===== src/rtl/sar_seq_pkg.sv =====
package sar_seq_pkg;
  typedef enum logic [2:0] {
    SM_SW   = 3'd0,
    SM_T3   = 3'd1,
    SM_PIN  = 3'd2,
    SM_T2   = 3'd3,
    SM_PEER = 3'd4
  } start_mode_e;

  typedef enum logic [1:0] {
    ST_IDLE,
    ST_TRACK,
    ST_CONV
  } seq_state_e;
endpackage


===== src/rtl/sar_clk_div.sv =====
module sar_clk_div #(
  parameter int DIV_W = 5
) (
  input  logic             clk_i,
  input  logic             rst_ni,
  input  logic             run_i,
  input  logic [DIV_W-1:0] div_i,
  output logic             tick_o
);
  logic [DIV_W-1:0] cnt_q;

  // counter restarts with every conversion so tick phase is tied to the start
  always_ff @(posedge clk_i or negedge rst_ni) begin
    if (!rst_ni)                          cnt_q <= '0;
    else if (!run_i || (cnt_q == div_i))  cnt_q <= '0;
    else                                  cnt_q <= cnt_q + 1'b1;
  end

  assign tick_o = run_i && (cnt_q == div_i);
endmodule


===== src/rtl/sar_trig_sel.sv =====
module sar_trig_sel
  import sar_seq_pkg::*;
(
  input  logic       clk_i,
  input  logic       rst_ni,
  input  logic [2:0] mode_i,
  input  logic       sw_i,
  input  logic       t3_i,
  input  logic       t2_i,
  input  logic       peer_i,
  input  logic       pin_i,
  output logic       trig_o,
  output logic       pin_lvl_o
);
  logic [2:0] pin_q;

  always_ff @(posedge clk_i or negedge rst_ni) begin
    if (!rst_ni) pin_q <= '0;
    else         pin_q <= {pin_q[1:0], pin_i};
  end

  logic pin_rise;
  assign pin_rise  = pin_q[1] && !pin_q[2];
  assign pin_lvl_o = pin_q[1];

  always_comb begin
    unique case (mode_i)
      SM_SW:   trig_o = sw_i;
      SM_T3:   trig_o = t3_i;
      SM_PIN:  trig_o = pin_rise;
      SM_T2:   trig_o = t2_i;
      SM_PEER: trig_o = peer_i;
      default: trig_o = 1'b0;
    endcase
  end
endmodule


===== src/rtl/sar_core.sv =====
module sar_core
  import sar_seq_pkg::*;
#(
  parameter int RES_W       = 8,
  parameter int TRACK_TICKS = 3
) (
  input  logic             clk_i,
  input  logic             rst_ni,
  input  logic             start_i,
  input  logic             pre_track_i,
  input  logic             tick_i,
  input  logic             cmp_i,
  output logic             busy_o,
  output logic             track_win_o,
  output logic             done_o,
  output logic [RES_W-1:0] dac_o,
  output logic [RES_W-1:0] result_o
);
  localparam int IW = $clog2(RES_W);
  localparam int TW = $clog2(TRACK_TICKS) + 1;
  localparam logic [IW-1:0] TOP_IDX = IW'(RES_W - 1);
  localparam logic [TW-1:0] LAST_TR = TW'(TRACK_TICKS - 1);

  seq_state_e       st_q;
  logic [RES_W-1:0] sar_q, res_q, trial, nxt;
  logic [IW-1:0]    idx_q;
  logic [TW-1:0]    tcnt_q;

  assign trial = sar_q | ({{(RES_W-1){1'b0}}, 1'b1} << idx_q);
  assign nxt   = cmp_i ? trial : sar_q;

  always_ff @(posedge clk_i or negedge rst_ni) begin
    if (!rst_ni) begin
      st_q   <= ST_IDLE;
      sar_q  <= '0;
      res_q  <= '0;
      idx_q  <= '0;
      tcnt_q <= '0;
    end else begin
      unique case (st_q)
        ST_IDLE: if (start_i) begin
          if (pre_track_i) begin
            st_q   <= ST_TRACK;
            tcnt_q <= '0;
          end else begin
            st_q  <= ST_CONV;
            sar_q <= '0;
            idx_q <= TOP_IDX;
          end
        end
        ST_TRACK: if (tick_i) begin
          if (tcnt_q == LAST_TR) begin
            st_q  <= ST_CONV;
            sar_q <= '0;
            idx_q <= TOP_IDX;
          end else begin
            tcnt_q <= tcnt_q + 1'b1;
          end
        end
        ST_CONV: if (tick_i) begin
          sar_q <= nxt;
          if (idx_q == '0) begin
            st_q  <= ST_IDLE;
            res_q <= nxt;
          end else begin
            idx_q <= idx_q - 1'b1;
          end
        end
        default: st_q <= ST_IDLE;
      endcase
    end
  end

  assign busy_o      = (st_q != ST_IDLE);
  assign track_win_o = (st_q == ST_TRACK);
  assign done_o      = (st_q == ST_CONV) && tick_i && (idx_q == '0);
  assign dac_o       = trial;
  assign result_o    = res_q;
endmodule


===== src/rtl/sar_seq.sv =====
module sar_seq
  import sar_seq_pkg::*;
#(
  parameter int DIV_W       = 5,
  parameter int RES_W       = 8,
  parameter int TRACK_TICKS = 3
) (
  input  logic             clk_i,
  input  logic             rst_ni,
  input  logic [DIV_W-1:0] sc_i,
  input  logic [2:0]       mode_i,
  input  logic             lp_track_i,
  input  logic             int_en_i,
  input  logic             sw_start_i,
  input  logic             tmr3_ovf_i,
  input  logic             tmr2_ovf_i,
  input  logic             peer_start_i,
  input  logic             cnv_pin_i,
  input  logic             standby_i,
  input  logic             flag_clr_i,
  input  logic             cmp_i,
  output logic             busy_o,
  output logic             flag_o,
  output logic             irq_o,
  output logic             track_o,
  output logic [RES_W-1:0] dac_o,
  output logic [RES_W-1:0] result_o
);
  logic trig, pin_lvl, tick, busy, done, track_win, pin_mode;

  sar_trig_sel i_trig (
    .clk_i    (clk_i),
    .rst_ni   (rst_ni),
    .mode_i   (mode_i),
    .sw_i     (sw_start_i),
    .t3_i     (tmr3_ovf_i),
    .t2_i     (tmr2_ovf_i),
    .peer_i   (peer_start_i),
    .pin_i    (cnv_pin_i),
    .trig_o   (trig),
    .pin_lvl_o(pin_lvl)
  );

  sar_clk_div #(.DIV_W(DIV_W)) i_div (
    .clk_i (clk_i),
    .rst_ni(rst_ni),
    .run_i (busy),
    .div_i (sc_i),
    .tick_o(tick)
  );

  assign pin_mode = (mode_i == SM_PIN);

  sar_core #(.RES_W(RES_W), .TRACK_TICKS(TRACK_TICKS)) i_core (
    .clk_i      (clk_i),
    .rst_ni     (rst_ni),
    .start_i    (trig && !busy),
    .pre_track_i(lp_track_i && !pin_mode),
    .tick_i     (tick),
    .cmp_i      (cmp_i),
    .busy_o     (busy),
    .track_win_o(track_win),
    .done_o     (done),
    .dac_o      (dac_o),
    .result_o   (result_o)
  );

  logic flag_q;
  // completion wins over a same-cycle clear
  always_ff @(posedge clk_i or negedge rst_ni) begin
    if (!rst_ni)         flag_q <= 1'b0;
    else if (done)       flag_q <= 1'b1;
    else if (flag_clr_i) flag_q <= 1'b0;
  end

  always_comb begin
    if (standby_i)       track_o = 1'b0;
    else if (!lp_track_i) track_o = !busy;
    else if (pin_mode)   track_o = !busy && !pin_lvl;
    else                 track_o = track_win;
  end

  assign busy_o = busy;
  assign flag_o = flag_q;
  assign irq_o  = flag_q && int_en_i;
endmodule


===== config.mk =====
export PLATFORM = sky130hd
export DESIGN_NAME = sar_seq
export DESIGN_NICKNAME = d
export VERILOG_FILES = /design/src/rtl/sar_seq_pkg.sv /design/src/rtl/sar_clk_div.sv /design/src/rtl/sar_trig_sel.sv /design/src/rtl/sar_core.sv /design/src/rtl/sar_seq.sv
export SDC_FILE = /design/constraint.sdc
export NUM_CORES = 1
export LEC_CHECK = 0
export BUFFER_PORTS_ARGS = -buffer_cell sky130_fd_sc_hd__buf_2
export CAP_MARGIN = 20
export CORE_MARGIN = 2
export CORE_UTILIZATION = 58
export DETAILED_ROUTE_END_ITERATION = 8
export PLACE_DENSITY = 0.84
export SLEW_MARGIN = 15
export SYNTH_ARGS = -nofsm -noshare
export SYNTH_HDL_FRONTEND = slang
export SYNTH_SLANG_ARGS = --single-unit

===== constraint.sdc =====
create_clock -name clk_i -period 2.78 [get_ports clk_i]
set_input_delay 0.139 -clock clk_i [delete_from_list [all_inputs] [get_ports clk_i]]
set_output_delay 0.139 -clock clk_i [all_outputs]
set_load 0.01 [all_outputs]

# After elaboration in Yosys (flattened, before gate mapping)
# Cells that the tools add are included.
[op_classes] n_div=0 n_mul=0 add_sub_neg=3 n_shift=1 n_lt_le_gt_ge=0 n_eq_ne=17 muxes=33 n_reduce_logical=25 n_bitwise=1
[ops] op="$mux 8" count=6
[ops] op="$mux 3" count=10
[ops] op="$pmux 8 s3" count=1
[ops] op="$mux 2" count=6
[ops] op="$ne 2x1->1 const B" count=6
[ops] op="$reduce_and 5->1" count=2
[ops] op="$eq 3x2->1 const B" count=3
[ops] op="$pmux 3 s3" count=1
[ops] op="$logic_and 1x1->1" count=8
[ops] op="$or 8x8->8" count=1
[ops] op="$shl 1x3->8 const A" count=1
[ops] op="$reduce_and 7->1" count=1
[ops] op="$logic_not 3->1" count=2
[ops] op="$ne 2x2->1 const B" count=3
[ops] op="$pmux 2 s3" count=1
[ops] op="$pmux 3 s2" count=1
[ops] op="$reduce_and 6->1" count=1
[ops] op="$reduce_bool 2->1" count=3
[ops] op="$add 5x1->5 const B" count=1
[ops] op="$eq 5x5->1" count=1
[ops] op="$mux 1" count=5
[ops] op="$mux 5" count=1
[ops] op="$pmux 1 s5" count=1
[ops] op="$logic_not 1->1" count=4
[ops] op="other kinds (10)" count=10
[totals] romBits=0 ramBits=0 wordCells=88 mem_count=0 output_inout_bits=20 ff_bits=33 input_bits=20 latchBits=0

# Depth between registers and ports, before layout
# Gate-level depths: netlist of the first run.
[depth] depth_word=6 ltp_mapped=9 mapped_depth_nobuf=8

# Cells and area by module
# From an unflattened synthesis of the first run, not the netlist that was laid out.
[unflattened] hier_cells=178 area_unflattened_um2=1796.7
[modules_own_cells] module="sar_core" area_each_um2=1302.5 cells_per_inst=130 seq_area_each_um2=600.6 n_inst=1
[modules_own_cells] module="sar_clk_div" area_each_um2=284.0 cells_per_inst=28 seq_area_each_um2=125.1 n_inst=1
[modules_own_cells] module="sar_trig_sel" area_each_um2=123.9 cells_per_inst=10 seq_area_each_um2=75.1 n_inst=1
[modules_own_cells] module="sar_seq" area_each_um2=86.3 cells_per_inst=10 seq_area_each_um2=25.0 n_inst=1

# Worst setup path before layout of the first run
# OpenSTA, ideal clock, no wires.
[synth_timing] kind="register to register" from="reg i_core.st_q[1]" to="reg i_core.sar_q[1]" path_stages_with_launch=10 path_slack_ns=1.006 n_path_buf=3 t_required_ns=2.661 arrival_ns=1.655 period_less_slack_ns=1.774 setup_time_ns=0.119 path_cell_list="dfrtp_1 -> buf_2 -> or2_1 -> buf_2 -> a21oi_2 -> a31oi_1 -> a22o_4 -> buf_6 -> a21oi_1 -> o21ba_1"
[synth_between] elab_chain_len=5 elab_cells_between_ends=15 classes_between="7 x eq/ne; 1 x mux; 7 x reduce/logical"
[synth_lines] item="start: declaration" line="sar_core.sv:24" text="seq_state_e st_q;"
[synth_lines] item="start signal: assignment" line="sar_core.sv:34" text="st_q <= ST_IDLE;"
[synth_lines] item="start signal: assignment" line="sar_core.sv:43" text="st_q <= ST_TRACK;"
[synth_lines] item="start signal: assignment" line="sar_core.sv:46" text="st_q <= ST_CONV;"
[synth_lines] item="$reduce_bool 2->1 (*)" line="sar_core.sv:74" text="assign busy_o = (st_q != ST_IDLE);"
[synth_lines] item="via busy_o" line="sar_seq.sv:22" text="output logic busy_o,"
[synth_lines] item="$logic_not 1->1" line="sar_seq.sv:57" text=".start_i (trig && !busy),"
[synth_lines] item="$logic_and 1x1->1" line="sar_seq.sv:57"
[synth_lines] item="$ne 2x1->1 (no source line)"
[synth_lines] item="$reduce_and 6->1 (no source line) (*)"
[synth_lines] item="end signal: assignment" line="sar_core.sv:61" text="sar_q <= nxt;"
[synth_lines] item="end: declaration" line="sar_core.sv:25" text="logic [RES_W-1:0] sar_q, res_q, trial, nxt;"
# The timed path passes the listed nets; every way through them passes the cells marked *.
# A chain may end at the register's enable or synchronous reset.

# Worst setup path in the final report of the first run
[layout_timing] from="reg i_div.cnt_q[2]" to="reg i_core.res_q[5], in the netlist i_core.result_o[5]"
[layout_between] elab_chain_len=3
[layout_lines] item="start: declaration" line="sar_clk_div.sv:10" text="logic [DIV_W-1:0] cnt_q;"
[layout_lines] item="start signal: assignment" line="sar_clk_div.sv:16" text="else cnt_q <= cnt_q + 1'b1;"
[layout_lines] item="$eq 5x5->1" line="sar_clk_div.sv:19" text="assign tick_o = run_i && (cnt_q == div_i);"
[layout_lines] item="$logic_and 1x1->1" line="sar_clk_div.sv:19"
[layout_lines] item="$reduce_and 3->1 (no source line)"
[layout_lines] item="end signal: assignment" line="sar_core.sv:64" text="res_q <= nxt;"
[layout_lines] item="end: declaration" line="sar_core.sv:25"
# No other way between the ends.

==> impl_results.md, run 1 <==
- Period Utilization, post-route: 73.3%
- Cell Area, Synth: 0.00183 mm^2
- Die Width: 60.2 um
- Routing usage on met2: 35.7%
- CP required: 3.00 ns
- Antenna Cells: 0
- WS Path Type: flop to flop
- Final hold vios: 0
- CP arrival: 2.26 ns
- Met1 usage: 29.3%
- Die Span Y: 60.2 um
- Fin. max-slew vios: 0
- First-pass GRT wire length: 5910 um
- WHS: 0.206 ns
- Final total negative setup slack: 0 ns
- Gate Count Post-Synth: 186
- Ports: 40
- CP max stage cell: dfrtp_1
- LEAKAGE: 1.11 nW
- TritonCTS Buffers: 5
- Sink Count: 33
- Rows: 20
- Starting density of the core: 60.4%
- Global route hottest layer: met2
- RSZ-0062 raised after global routing: false
- Routed WL: 3640 um
- Number of max-cap violations: 0
- Most common cell after layout, fill and taps aside: buf_2
- FMAX: 491 MHz
- Hold Path Class: primary input to flop
- Core box area: 0.00303 mm^2
- Run status: finished clean
- WL per Instance: 13.2 um
- Gr ovfl total: 0
- DR DRC count: 0
- Largest net degree at the start of global routing: 34
- Final setup viols: 0
- Final HPWL from detailed placement: 2680 um
- CTS tree: yes
- Commonest cells after routing, fill and taps aside: 39 x buf_2, 33 x dfrtp_1, 19 x nand2_1
- Met3 GRT Util: 4.55%
- Die ar.: 0.00362 mm^2
- Crit end category: flop
- Max clock buf depth: 2
- GR Util All Layers: 22.5%
- Clock transition at path regs: 0.11 ns
- Core Util, Final: 72.2%
- Avg Cell Area, Syn: 9.83 um^2
- Initial drt markers: 66
- Critical path's largest stage delay: 0.44 ns
- Clock Skew: 0.0145 ns
- Nets: 258
- Sequential share of the synthesized area: 45.1%
- Syn. warnings: 0
- Layout cells sized above 1: 27.7%
- Post-CTS Setup Bufs: 0
- Vias in the first global route: 1398
- Crit path time final: 2.04 ns
- Clk root buf: clkbuf_4
- Critical Path, Cell by Cell: xor2_1 > nor3_2 > and2_1 > nand3_1 > nand2_1 > o21ai_0
- Count of unique library cells instantiated by Yosys: 43
- Power Density: 925 mW/mm^2
- Comb pwr share: 41.5%
- Total Power: 2.02 mW
- Vias per cell: 5.48
- GPL Wtd Cong: 0.875
- Sw Ratio: 37.2%
- Part of the power in the clock network: 22.0%
- Sw Pwr: 753 uW
- Total nets after synthesis: 214
- Drt pass-1 iters: 4
- Int Power: 1.27 mW
- Register bit total from synthesis: 33
- Max H-tree Level: 2
- Startpoint types: flop
- Crit Path Max Fanout: 18
- DR vias: 1508
- Port bufs: 39
- Area grow syn2layout: 19.6%
- Worst skew pair latency: 0.35 ns
- Max VDD drop: 0.518 mV
- Worst-Margin Slew: 0.707 ns
- Max transition margin: 52.9%
- FF-to-FF setup slack: 0.74 ns
- DRT antenna net count: 0
- Initial antenna violation count: 0
- Seq pwr share: 36.5%
==> cells by family (layout without fill, tap and decap cells) <==
group                    Yosys count  count (layout)  synth area share (%)
AO/OA/AOI/OAI                     55              55                  21.8
XOR/XNOR                           8               8                  3.83
adder cells (fa/ha/maj)            8               8                  5.47
buffers and inverters             16              61                  3.83
flip-flops                        33              33                  45.1
multiplexers                       2               2                  1.37
AND/OR/NAND/NOR                   64              64                  18.6
==> area by class of cell <==
type | count | area (um^2)
clock buffers | 5 | 37.5
clock inverters | 3 | 65.1
fillers | 228 | 841
inverters | 10 | 37.5
multi-input cells | 137 | 933
flip-flops and latches | 33 | 826
well taps | 44 | 55.1
repair buffers | 43 | 233
==> routing by layer <==
metal / vias up / share of wire, %
li1: 739 / -
met1: 724 / 46
met2: 39 / 47
met3: 6 / 5.2
met4: 0 / 1.6
met5: - / 0
==> through the flow <==
stage	cell area, um^2	setup WS (ns)	std cells
after CTS	2190	0.744	275
final	2190	0.742	275
after global routing	2190	0.508	275
after detailed placement	2050	0.752	264
after global placement	2050	0.832	264
after floorplan	1830	1.01	186
==> Yosys cell counts, drive strengths merged <==
library cell	number	share of area (%)
a22o	1	0.96
xor2	7	3.4
o21ai	17	4.7
nor2	17	3.9
o21ba	3	1.6
or2	1	0.34
clkbuf	3	0.62
a211oi	1	0.41
ha	8	5.5
a21o	7	2.9
inv	10	2.1
and2	7	2.5
nor3	4	2.0
a22oi	2	0.82
nand2	19	3.9
mux2i	1	0.55
a31oi	3	1.0
a21oi	6	1.8
xnor2	1	0.48
and3b	1	0.55
a2bb2oi	1	0.48
a2111oi	2	1.3
o22ai	5	1.7
and3	2	0.68
mux2	1	0.82
nor3b	1	0.68
o22a	5	2.7
buf	3	1.2
nand2b	3	1.0
dfrtp	33	45
a32o	1	0.55
or3b	1	0.62
nor2b	3	1.0
nand3	5	1.4
a221oi	1	0.82
==> power groups by stage <==
stage          Clock, mW  Combinational, mW  Sequential [mW]
2_1_floorplan          0              0.669            0.686
3_5_place_dp           0              0.833            0.747
4_1_cts            0.453              0.840            0.737
3_3_place_gp           0              0.819            0.741
6_report           0.445              0.840            0.739
5_1_grt            0.469              0.929            0.757
==> critical path: cells and delay by family (launching register included) <==
kind	cells	cell delay, ns
flops	1	0.44
xor+xnor	1	0.19
simple gates	4	1.19
compound gates	1	0.10
==> sequential cells by signal (all words and copies together) (netlist names) <==
register	flops
flag_o	1
i_core.idx_q	3
i_core.result_o	8
i_core.sar_q	8
i_core.st_q	2
i_core.tcnt_q	3
i_div.cnt_q	5
i_trig.pin_q	3
==> path summary, 6_finish.rpt <==
kind / startpoint / end / cells past startpoint
min reg2reg: i_trig.pin_q[0] / i_trig.pin_q[1] / 0
min in group asynchronous: rst_ni / i_div.cnt_q[4] / 2
max reg2reg: i_div.cnt_q[2] / i_core.result_o[5] / 6
max in group asynchronous: rst_ni / i_core.idx_q[0] / 2
max: i_div.cnt_q[2] / i_core.result_o[5] / 6
min: cmp_i / i_core.result_o[0] / 3
==> timing repair <==
action	in CTS	in global routing
resized for setup	0	0
hold buffers	3	0
setup endpoints to repair	0	0
hold endpoints to repair	35	0
No activity file was read; power rests on OpenSTA's default activity.
==> inputs of run 2 (changes only) <==
CORE_UTILIZATION = 54   (was 58)
PLACE_DENSITY = 0.79   (was 0.84)
clock period = 2.1 ns   (was 2.78 ns; I/O delays follow)
==> run 2 against run 1 <==
Worst hold slack got worse by 0.050 ns. Register-to-register slack got worse by 0.54 ns. Clock power rose by 33%. Cell count rose by 2.2%. Via count is 0.93% lower. Sequential share of layout area fell by 0.55 points. Sequential power is 27% higher. Largest cell class unchanged. Die area grew 6.9%. Maximum frequency rose by 7.2%. Final area grew 1.5%.
==> impl_results.md, run 2 (synthesis results as in run 1) <==
- Run status: finished clean
- Int Power: 1.71 mW
- FMAX: 526 MHz
- Clock Skew: 0.00283 ns
- Drt pass-1 iters: 4
- Max clock buf depth: 2
- Max VDD drop: 0.556 mV
- RSZ-0062 raised after global routing: false
- Hold Path Class: primary input to flop
- TritonCTS Buffers: 5
- Top Layer Used: met4
- First-pass GRT wire length: 6620 um
- Worst R2R Path Depth: 6
- CTS tree: yes
- DRT antenna net count: 0
- Die Span Y: 62.2 um
- Vias per cell: 5.32
- Routed WL: 3610 um
- Worst hold path startpoint: cmp_i
- WS Path Type: flop to flop
- Startpoint types: flop
- Initial drt markers: 75
- Power Density: 1210 mW/mm^2
- Met1 Routed Length: 1700 um
- Fill cell count: 273
- Most common cell after layout, fill and taps aside: buf_2
- Resized Gates After CTS: 0
- Seq pwr share: 34.8%
- Met3 Routed Length: 169 um
- Crit Path Max Fanout: 4
- Crit path time final: 1.90 ns
- Die Width: 62.2 um
- Final total negative setup slack: 0 ns
- Initial antenna violation count: 0
- Largest net degree at the start of global routing: 34
- Worst skew pair latency: 0.33 ns
- Sw Pwr: 990 uW
- Met2 Wirelength: 1700 um
- Worst hold stages: 3
- Period Utilization, post-route: 90.5%
- Port bufs: 39
- WL per Instance: 12.8 um
- Final hold vios: 0
- Rows: 21
- Max H-tree Level: 2
- Part of the power in the clock network: 21.9%
- Final HPWL from detailed placement: 2650 um
- Clock transition at path regs: 0.10 ns
- RR Startpoint: i_div.cnt_q[3]
- Layout cells sized above 1: 28.9%
- Post-DP Area: 0.00208 mm^2
- Pre-CTS setup slack: 0.176 ns
- Starting density of the core: 55.7%
- Fin. max-slew vios: 0
- GR Util All Layers: 21.4%
- Worst Hold Path EP: i_core.result_o[0]
- FF-to-FF setup slack: 0.20 ns
- Max transition margin: 52.9%
- Vias in the first global route: 1527
- Area grow syn2layout: 21.3%
- Reg2reg end: i_core.sar_q[0]
- LEAKAGE: 1.13 nW
- Nets: 262
- Antenna Cells: 0
- Number of max-cap violations: 0
- Worst-Margin Slew: 0.707 ns
- Sink Count: 33
- Sw Ratio: 36.7%
- Final setup viols: 0
- Clk root buf: clkbuf_4
- CP required: 2.32 ns
- DR vias: 1494
- Commonest cells after routing, fill and taps aside: 39 x buf_2, 33 x dfrtp_1, 19 x nand2_1
- Crit end category: flop
- DR DRC count: 0
- GPL Wtd Cong: 0.815
- Comb pwr share: 43.3%
- Core Util, Final: 67.6%
- CP arrival: 2.12 ns
- Die ar.: 0.00387 mm^2
- Fin area: 0.00222 mm^2
- Core box area: 0.00328 mm^2
- Final WS setup: 0.199 ns
- Gr ovfl total: 0
- Ports: 40
run 2: cell types whose count changed in the layout (fill, tap and decap cells not counted):
cell / previous run / this run
buf_4: 1 / 5
run 2: what timing repair did:
action	in CTS	in global routing
endpoints found under the setup margin	0	1
hold endpoints to repair	35	0
hold buffers	3	0
buffers inserted	0	1
run 2: final cells by class:
class / count / area, um^2 / share of cell area, %
Timing Repair Buffer: 47 / 263 / 11.8
Inverter: 10 / 37.5 / 1.69
Clock inverter: 3 / 65.1 / 2.93
Multi-Input combinational cell: 137 / 933 / 42.1
Tap cell: 46 / 57.6 / 2.59
Clock buffer: 5 / 37.5 / 1.69
Sequential cell: 33 / 826 / 37.2
run 2: per-layer routing:
layer / track usage [%] / vias to the layer above
met4: 6.67 / 0
li1: - / 747
met1: 28.4 / 708
met5: 0 / -
met3: 5.07 / 5
met2: 34.9 / 34
run 2: how the worst max path moves through the flow:
stage              startpoint              end  depth (start not counted)  slack [ns]
2_1_floorplan  i_core.st_q[1]  i_core.sar_q[1]                          9        0.33
3_3_place_gp   i_div.cnt_q[2]  i_core.sar_q[0]                          6        0.27
3_5_place_dp   i_div.cnt_q[2]  i_core.sar_q[0]                          6        0.18
4_1_cts        i_div.cnt_q[2]  i_core.sar_q[0]                          6        0.14
5_1_grt        i_div.cnt_q[3]  i_core.sar_q[0]                          6        0.03
6_report       i_div.cnt_q[3]  i_core.sar_q[0]                          6        0.20
run 2: metrics by stage:
step,instances,hold slack [ns],power [mW]
final,281,0.156,2.70
after floorplan,186,-0.191,1.79
after CTS,280,0.143,2.71
after global routing,281,0.178,2.90
after detailed placement,269,0.205,2.11
after global placement,269,0.208,2.08
run 2: critical path, stage by stage, from the launching register on:
cell and delay (ns):
dfrtp_1 0.44, xor2_1 0.19, nor3_2 0.26, and2_1 0.24
nand3_1 0.17, a2111oi_2 0.37, o22ai_1 0.12
run 2: power groups by stage:
| stage | Combinational [mW] | Clock [mW] | Sequential [mW] |
|---|---|---|---|
| floorplan | 0.885 | 0 | 0.908 |
| global placement | 1.13 | 0 | 0.942 |
| detailed placement | 1.16 | 0 | 0.948 |
| CTS | 1.17 | 0.602 | 0.937 |
| global route | 1.30 | 0.634 | 0.962 |
| finish | 1.17 | 0.590 | 0.938 |
